[config.mk]
export PLATFORM = sky130hd
export DESIGN_NAME = dma2ch_engine
export DESIGN_NICKNAME = d
export VERILOG_FILES = /design/src/rtl/dma2ch_pkg.sv /design/src/rtl/dma2ch_channel.sv /design/src/rtl/dma2ch_arbiter.sv /design/src/rtl/dma2ch_sequencer.sv /design/src/rtl/dma2ch_engine.sv
export SDC_FILE = /design/constraint.sdc
export NUM_CORES = 1
export LEC_CHECK = 0
export CORE_ASPECT_RATIO = 1.75
export CORE_UTILIZATION = 50
export DETAILED_ROUTE_END_ITERATION = 12
export PLACE_DENSITY = 0.74
export SYNTH_ARGS = -nofsm -noshare
export SYNTH_HDL_FRONTEND = slang
export SYNTH_HIERARCHICAL = 1
export SYNTH_SLANG_ARGS = --single-unit
[constraint.sdc]
create_clock -name clk -period 3.8 [get_ports clk]
set_input_delay 0.38 -clock clk [delete_from_list [all_inputs] [get_ports clk]]
set_output_delay 0.38 -clock clk [all_outputs]
set_load 0.02 [all_outputs]
[src/rtl/dma2ch_pkg.sv]
package dma2ch_pkg;

  // Control word bit positions; software and the bench both depend on them
  localparam int CTL_RUN     = 0;
  localparam int CTL_WORD    = 1;
  localparam int CTL_SRC_IO  = 2;
  localparam int CTL_DST_IO  = 3;
  localparam int CTL_SRC_STP = 4;
  localparam int CTL_DST_STP = 6;
  localparam int CTL_STOP_TC = 8;
  localparam int CTL_HIPRI   = 9;
  localparam int CTL_W       = 10;

  // Register select codes
  localparam logic [1:0] SEL_SRC = 2'd0;
  localparam logic [1:0] SEL_DST = 2'd1;
  localparam logic [1:0] SEL_CNT = 2'd2;
  localparam logic [1:0] SEL_CTL = 2'd3;

  typedef enum logic [1:0] {
    STEP_HOLD  = 2'b00,
    STEP_UP    = 2'b01,
    STEP_DOWN  = 2'b10,
    STEP_HOLDX = 2'b11
  } step_e;

  typedef enum logic [2:0] {
    SQ_IDLE = 3'd0,
    SQ_T1   = 3'd1,
    SQ_T2   = 3'd2,
    SQ_T3   = 3'd3,
    SQ_T4   = 3'd4
  } sq_e;

endpackage

[src/rtl/dma2ch_channel.sv]
module dma2ch_channel
  import dma2ch_pkg::*;
#(
  parameter int ADDR_W = 20,
  parameter int CNT_W  = 16
) (
  input  logic              clk,
  input  logic              rst,
  input  logic              wr_en,
  input  logic [1:0]        wr_sel,
  input  logic [ADDR_W-1:0] wr_data,
  input  logic              xfer_done,
  input  logic              dreq,
  output logic [ADDR_W-1:0] src_ptr,
  output logic [ADDR_W-1:0] dst_ptr,
  output logic              want,
  output logic              word,
  output logic              src_io,
  output logic              dst_io,
  output logic              hi_pri
);

  logic [CTL_W-1:0] ctl_q;
  logic [CNT_W-1:0] cnt_q;
  logic [ADDR_W-1:0] src_nx, dst_nx;

  function automatic logic [ADDR_W-1:0] advance(input logic [ADDR_W-1:0] p,
                                                 input step_e m,
                                                 input logic w);
    logic [ADDR_W-1:0] d;
    d = w ? ADDR_W'(2) : ADDR_W'(1);
    case (m)
      STEP_UP:   return p + d;
      STEP_DOWN: return p - d;
      default:   return p;
    endcase
  endfunction

  assign word   = ctl_q[CTL_WORD];
  assign src_io = ctl_q[CTL_SRC_IO];
  assign dst_io = ctl_q[CTL_DST_IO];
  assign hi_pri = ctl_q[CTL_HIPRI];
  assign want   = ctl_q[CTL_RUN] & dreq;

  assign src_nx = advance(src_ptr, step_e'(ctl_q[CTL_SRC_STP +: 2]), ctl_q[CTL_WORD]);
  assign dst_nx = advance(dst_ptr, step_e'(ctl_q[CTL_DST_STP +: 2]), ctl_q[CTL_WORD]);

  always_ff @(posedge clk) begin
    if (rst) begin
      ctl_q   <= '0;
      cnt_q   <= '0;
      src_ptr <= '0;
      dst_ptr <= '0;
    end else if (wr_en) begin
      case (wr_sel)
        SEL_SRC: src_ptr <= wr_data;
        SEL_DST: dst_ptr <= wr_data;
        SEL_CNT: cnt_q   <= wr_data[CNT_W-1:0];
        default: ctl_q   <= wr_data[CTL_W-1:0];
      endcase
    end else if (xfer_done) begin
      src_ptr <= src_nx;
      dst_ptr <= dst_nx;
      cnt_q   <= cnt_q - CNT_W'(1);
      if (ctl_q[CTL_STOP_TC] && cnt_q == CNT_W'(1))
        ctl_q[CTL_RUN] <= 1'b0;
    end
  end

endmodule

[src/rtl/dma2ch_arbiter.sv]
module dma2ch_arbiter (
  input  logic clk,
  input  logic rst,
  input  logic want0,
  input  logic want1,
  input  logic pri0,
  input  logic pri1,
  input  logic take,
  output logic gnt_valid,
  output logic gnt_ch
);

  logic last_q;

  always_comb begin
    gnt_valid = want0 | want1;
    if (want0 && want1) begin
      if (pri0 != pri1) gnt_ch = pri1;
      else              gnt_ch = ~last_q;
    end else begin
      gnt_ch = want1;
    end
  end

  always_ff @(posedge clk) begin
    if (rst)       last_q <= 1'b1;
    else if (take) last_q <= gnt_ch;
  end

endmodule

[src/rtl/dma2ch_sequencer.sv]
module dma2ch_sequencer
  import dma2ch_pkg::*;
#(
  parameter int ADDR_W = 20,
  parameter int DATA_W = 16
) (
  input  logic              clk,
  input  logic              rst,
  input  logic              gnt_valid,
  input  logic              gnt_ch,
  input  logic [ADDR_W-1:0] sel_src,
  input  logic [ADDR_W-1:0] sel_dst,
  input  logic              sel_src_io,
  input  logic              sel_dst_io,
  input  logic              sel_word,
  output logic              take,
  output logic              upd,
  output logic              act_ch,
  output logic              bus_req,
  output logic [ADDR_W-1:0] bus_addr,
  output logic              bus_io,
  output logic              bus_wr,
  output logic              bus_word,
  output logic [DATA_W-1:0] bus_wdata,
  input  logic [DATA_W-1:0] bus_rdata,
  input  logic              bus_done
);

  localparam int HALF = DATA_W / 2;

  sq_e               state_q;
  logic              store_q;
  logic [ADDR_W-1:0] dst_q;
  logic              dst_io_q;
  logic [DATA_W-1:0] tmp_q;

  assign take = (state_q == SQ_IDLE) && gnt_valid;
  assign upd  = (state_q == SQ_T4) && store_q;

  always_ff @(posedge clk) begin
    if (rst) begin
      state_q   <= SQ_IDLE;
      store_q   <= 1'b0;
      act_ch    <= 1'b0;
      bus_req   <= 1'b0;
      bus_addr  <= '0;
      bus_io    <= 1'b0;
      bus_wr    <= 1'b0;
      bus_word  <= 1'b0;
      bus_wdata <= '0;
      dst_q     <= '0;
      dst_io_q  <= 1'b0;
      tmp_q     <= '0;
    end else begin
      case (state_q)
        SQ_IDLE: if (gnt_valid) begin
          state_q   <= SQ_T1;
          store_q   <= 1'b0;
          act_ch    <= gnt_ch;
          bus_req   <= 1'b1;
          bus_addr  <= sel_src;
          bus_io    <= sel_src_io;
          bus_wr    <= 1'b0;
          bus_word  <= sel_word;
          bus_wdata <= '0;
          dst_q     <= sel_dst;
          dst_io_q  <= sel_dst_io;
        end
        SQ_T1: state_q <= SQ_T2;
        SQ_T2: state_q <= SQ_T3;
        SQ_T3: if (bus_done) begin
          state_q <= SQ_T4;
          bus_req <= 1'b0;
          if (!store_q)
            tmp_q <= bus_word ? bus_rdata
                              : {{(DATA_W-HALF){1'b0}}, bus_rdata[HALF-1:0]};
        end
        SQ_T4: begin
          if (!store_q) begin
            state_q   <= SQ_T1;
            store_q   <= 1'b1;
            bus_req   <= 1'b1;
            bus_addr  <= dst_q;
            bus_io    <= dst_io_q;
            bus_wr    <= 1'b1;
            bus_wdata <= tmp_q;
          end else begin
            state_q <= SQ_IDLE;
            bus_wr  <= 1'b0;
          end
        end
        default: state_q <= SQ_IDLE;
      endcase
    end
  end

endmodule

[src/rtl/dma2ch_engine.sv]
module dma2ch_engine
  import dma2ch_pkg::*;
#(
  parameter int ADDR_W = 20,
  parameter int DATA_W = 16,
  parameter int CNT_W  = 16
) (
  input  logic              clk,
  input  logic              rst,
  input  logic [1:0]        dreq,
  input  logic              reg_we,
  input  logic              reg_ch,
  input  logic [1:0]        reg_sel,
  input  logic [ADDR_W-1:0] reg_wdata,
  output logic              bus_req,
  output logic [ADDR_W-1:0] bus_addr,
  output logic              bus_io,
  output logic              bus_wr,
  output logic              bus_word,
  output logic [DATA_W-1:0] bus_wdata,
  input  logic [DATA_W-1:0] bus_rdata,
  input  logic              bus_done
);

  localparam int NCH = 2;

  logic [ADDR_W-1:0] src_a [NCH];
  logic [ADDR_W-1:0] dst_a [NCH];
  logic [NCH-1:0]    want_a, word_a, sio_a, dio_a, pri_a;
  logic              gnt_valid, gnt_ch, take, upd, act_ch;

  for (genvar i = 0; i < NCH; i++) begin : g_ch
    dma2ch_channel #(.ADDR_W(ADDR_W), .CNT_W(CNT_W)) u_ch (
      .clk      (clk),
      .rst      (rst),
      .wr_en    (reg_we && (reg_ch == 1'(i))),
      .wr_sel   (reg_sel),
      .wr_data  (reg_wdata),
      .xfer_done(upd && (act_ch == 1'(i))),
      .dreq     (dreq[i]),
      .src_ptr  (src_a[i]),
      .dst_ptr  (dst_a[i]),
      .want     (want_a[i]),
      .word     (word_a[i]),
      .src_io   (sio_a[i]),
      .dst_io   (dio_a[i]),
      .hi_pri   (pri_a[i])
    );
  end

  dma2ch_arbiter u_arb (
    .clk      (clk),
    .rst      (rst),
    .want0    (want_a[0]),
    .want1    (want_a[1]),
    .pri0     (pri_a[0]),
    .pri1     (pri_a[1]),
    .take     (take),
    .gnt_valid(gnt_valid),
    .gnt_ch   (gnt_ch)
  );

  dma2ch_sequencer #(.ADDR_W(ADDR_W), .DATA_W(DATA_W)) u_seq (
    .clk       (clk),
    .rst       (rst),
    .gnt_valid (gnt_valid),
    .gnt_ch    (gnt_ch),
    .sel_src   (src_a[gnt_ch]),
    .sel_dst   (dst_a[gnt_ch]),
    .sel_src_io(sio_a[gnt_ch]),
    .sel_dst_io(dio_a[gnt_ch]),
    .sel_word  (word_a[gnt_ch]),
    .take      (take),
    .upd       (upd),
    .act_ch    (act_ch),
    .bus_req   (bus_req),
    .bus_addr  (bus_addr),
    .bus_io    (bus_io),
    .bus_wr    (bus_wr),
    .bus_word  (bus_word),
    .bus_wdata (bus_wdata),
    .bus_rdata (bus_rdata),
    .bus_done  (bus_done)
  );

endmodule

==> reports/qor.yml <==
global_route:
  gr-total-overflow: 0
  grt_pass1_vias: 14050
  first_pass_grt_wire_length_um: 76970
  antenna_found_initial: 1
  grt_max_degree: 97
  gr-usage-all-layers: 0.3413
yosys:
  post_synth_num_cell_types: 94
  synthDominantAreaCellType: "sky130_fd_sc_hd__dfxtp_1"
  postSynthCellCount: 1874
  syn-cell-area_sq_um: 14250
  synth.top_cells.by_count: "266 x sky130_fd_sc_hd__nand2_1, 215 x sky130_fd_sc_hd__dfxtp_1, 190 x sky130_fd_sc_hd__nor2_1, 122 x sky130_fd_sc_hd__a21oi_1, 113 x sky130_fd_sc_hd__clkbuf_1"
  post-synth-top-area-fraction: 0.3021
  synth_async_sr_flop_share: 0
  yosysSeqAreaShare: 0.3021
  synthMostInstantiatedCell: "sky130_fd_sc_hd__nand2_1"
  yosys_warnings: 6
  synth_xor_area_frac: 0.01106
  post_synth_mux_area_share: 0.06226
  synth_edf_count: 0
  basic_gate_share_of_the_synthesized_area_counting_and_or_nand_and_nor_cells: 0.2853
  syn-mean-instance-area_sq_um: 7.603
  synth_area_leaders: "sky130_fd_sc_hd__dfxtp_1 30%, sky130_fd_sc_hd__nand2_1 7.0%, sky130_fd_sc_hd__nor2_1 5.0%, sky130_fd_sc_hd__a21oi_1 4.3%, sky130_fd_sc_hd__mux2_4 4.2%"
  yosys.area_share.adder: 0.01695
  synth_ff_type: "sky130_fd_sc_hd__dfxtp_1"
  synth-seq-cells: 215
  synthesis.nets: 1935
  synth_compound_area_frac: 0.2554
  synth_top_family_by_area: "simple AND/OR/NAND/NOR gates"
worst_setup_path:
  cp_data_arrival_time_ps: 3360
  critPathMaxFanout: 7
  cp-start-kind: "flip-flop"
  worstPathRequired_ps: 4170
  criticalPathCategory: "flip-flop to flip-flop"
  critPathCaptureType: "flip-flop"
clock_network:
  post_cts.resized_instances: 0
  tritoncts: "yes"
  post_cts.repair.setup_buffers: 0
  cts_hold_repair.buffers: 0
  cts_max_path_buffers: 3
  worst_skew_pair.late_latency_ps: 540
  root_buffer_master: "sky130_fd_sc_hd__clkbuf_16"
  cts.sinks: 215
  clock_tree.htree_level_count: 1
  tritoncts.num_buffers: 23
  worst_setup_hold_path_clk_slew_ps: 60
layout:
  layout-drive-gt1-share: 0.09623
  antenna_cells_inserted: 0
  final_cell_count_without_fillers: 2254
  syn2layout_area_growth_pct: 11.40
  num-nets-final: 1927
  fill_cells: 2685
timing:
  setup-violations-final: 0
  relSlewSlack: 0.3788
  grt_setup_unrepaired: "false"
  final_period_util: 0.7875
  timing.final.crit_period_ps: 2992
  transition_at_the_pin_with_the_smallest_max_transition_slack_ps: 923.3
  report.final.hold_viol_count: 0
  final.setup_skew_ps: 10.51
  drv_slew: 0
  final.setup.tns_ps: 0
  peak_clock_frequency_supported_by_timing_mhz: 334.2
place:
  port-buffer-count: 84
  place_inst: 2214
  post-dp-hpwl_um: 36910
  gpl.final_weighted_congestion: 1.011
routing:
  drt_drc_violations_left: 0
  wire_per_inst_um: 22.19
  via_per_inst: 6.573
  drtIter0Drc: 1136
  vias: 14820
  drt.antenna.violating_nets: 0
  routed_wirelength_um: 50020
  detailedRoute.firstPassIterationCount: 6
floorplan:
  number_of_standard_cell_rows_in_the_floorplan: 81
  die_h_um: 225.3
  core_region_area_sq_um: 27970
  design.die.area_sq_um: 29200
  die_x_um: 129.6
  initial_utilization: 0.5094
  top_level_ports: 85
job:
  maxCapViolCount: 0
power:
  worst_vdd_ir_v: 0.0003801
  p_leak_nw: 5.423
  p_per_area_nw_per_um2: 347.9
worst_hold_path:
  worst_hold_path_type: "input pin to flip-flop"
outcome:
  result_of_the_run: "completed"
-- final timing paths --
| kind | from | to | slack, ps | cells after the start |
|---|---|---|---|---|
| worst max-delay path | g_ch[0].u_ch/ctl_q[4] | g_ch[0].u_ch/src_ptr[19] | 810 | 10 |
| worst min-delay path | rst | u_seq/store_q | 370 | 2 |
| worst max register to register | g_ch[0].u_ch/ctl_q[4] | g_ch[0].u_ch/src_ptr[19] | 810 | 10 |
| worst min register to register | u_seq/tmp_q[8] | u_seq/tmp_q[8] | 450 | 2 |
-- registers in the layout (all words and copies together), names as in the netlist, 3 cells and up --
| register | count |
|---|---|
| g_ch.u_ch/dst_ptr | 40 |
| g_ch.u_ch/src_ptr | 40 |
| g_ch.u_ch/cnt_q | 32 |
| g_ch.u_ch/ctl_q | 20 |
| u_seq/bus_addr | 20 |
| u_seq/dst_q | 20 |
| u_seq/bus_wdata | 16 |
| u_seq/tmp_q | 16 |
| u_seq/state_q | 3 |
-- cells by family after synthesis --
logic type	count (synthesis)
fa+ha+maj	17
flops	215
mux	68
xor+xnor	18
simple gates	824
buf+inv	215
compound gates	517
-- layout make-up --
class	instances	area (sq um)	share of cell area
Clock buffer	29	598.1	0.03768
Clock inverter	11	115.1	0.007252
Inverter	57	214.0	0.01348
Multi-Input combinational cell	1444	9012	0.5678
Sequential cell	215	4304	0.2712
Tap cell	373	466.7	0.02940
Timing Repair Buffer	125	1162	0.07323
-- power breakdown --
part	switching, mW	total [mW]	leakage [nW]	internal (mW)
clock	0.972	2.22	0.351	1.25
combinational	0.527	0.865	3.33	0.338
sequential	0.108	2.43	1.74	2.32
-- per-layer routing --
metal  GRT usage  vias to the layer above  share of wire
li1            -                     6848              -
met1      0.3677                     7064           0.36
met2      0.5839                      676           0.48
met3     0.04558                      225          0.063
met4      0.2862                        2          0.091
met5           0                        -        0.00020
-- per-stage QoR --
stage	setup WS (ps)	cell area [sq um]	total power [mW]	hold slack, ps	util
finish	807.6	15870	5.523	374.1	0.5675
global route	699.6	15870	5.726	408.6	0.5675
CTS	845.9	15870	5.544	364.5	0.5675
detailed placement	753.2	15160	3.324	444.1	0.5420
global placement	821.4	15160	3.309	434.5	0.5420
floorplan	794.0	14250	3.029	427.8	-
-- worst max-delay path, cell delays in order, from the launching register on --
cell,delay [ps]
sky130_fd_sc_hd__dfxtp_1,420
sky130_fd_sc_hd__nand2b_1,150
sky130_fd_sc_hd__nor2_1,90
sky130_fd_sc_hd__ha_1,290
sky130_fd_sc_hd__nor2b_1,440
sky130_fd_sc_hd__o41ai_1,140
sky130_fd_sc_hd__a222oi_1,530
sky130_fd_sc_hd__buf_4,230
sky130_fd_sc_hd__mux2i_1,260
sky130_fd_sc_hd__xor2_1,200
sky130_fd_sc_hd__a221oi_2,70
-- layout by cell type (no fill, tap or decap), types with 28 or more instances in the layout --
master / instances
sky130_fd_sc_hd__buf_4: 40
sky130_fd_sc_hd__a21oi_1: 122
sky130_fd_sc_hd__inv_1: 54
sky130_fd_sc_hd__o31ai_1: 29
sky130_fd_sc_hd__a31oi_1: 28
sky130_fd_sc_hd__nand3_1: 61
sky130_fd_sc_hd__nand2_1: 266
sky130_fd_sc_hd__mux2_4: 40
sky130_fd_sc_hd__nor4_1: 31
sky130_fd_sc_hd__nor2_1: 189
sky130_fd_sc_hd__clkdlybuf4s50_1: 83
sky130_fd_sc_hd__a22oi_1: 33
sky130_fd_sc_hd__nor3_1: 69
sky130_fd_sc_hd__o21ai_0: 79
sky130_fd_sc_hd__dfxtp_1: 215
Note: power is estimated with default switching activity, not from simulation.
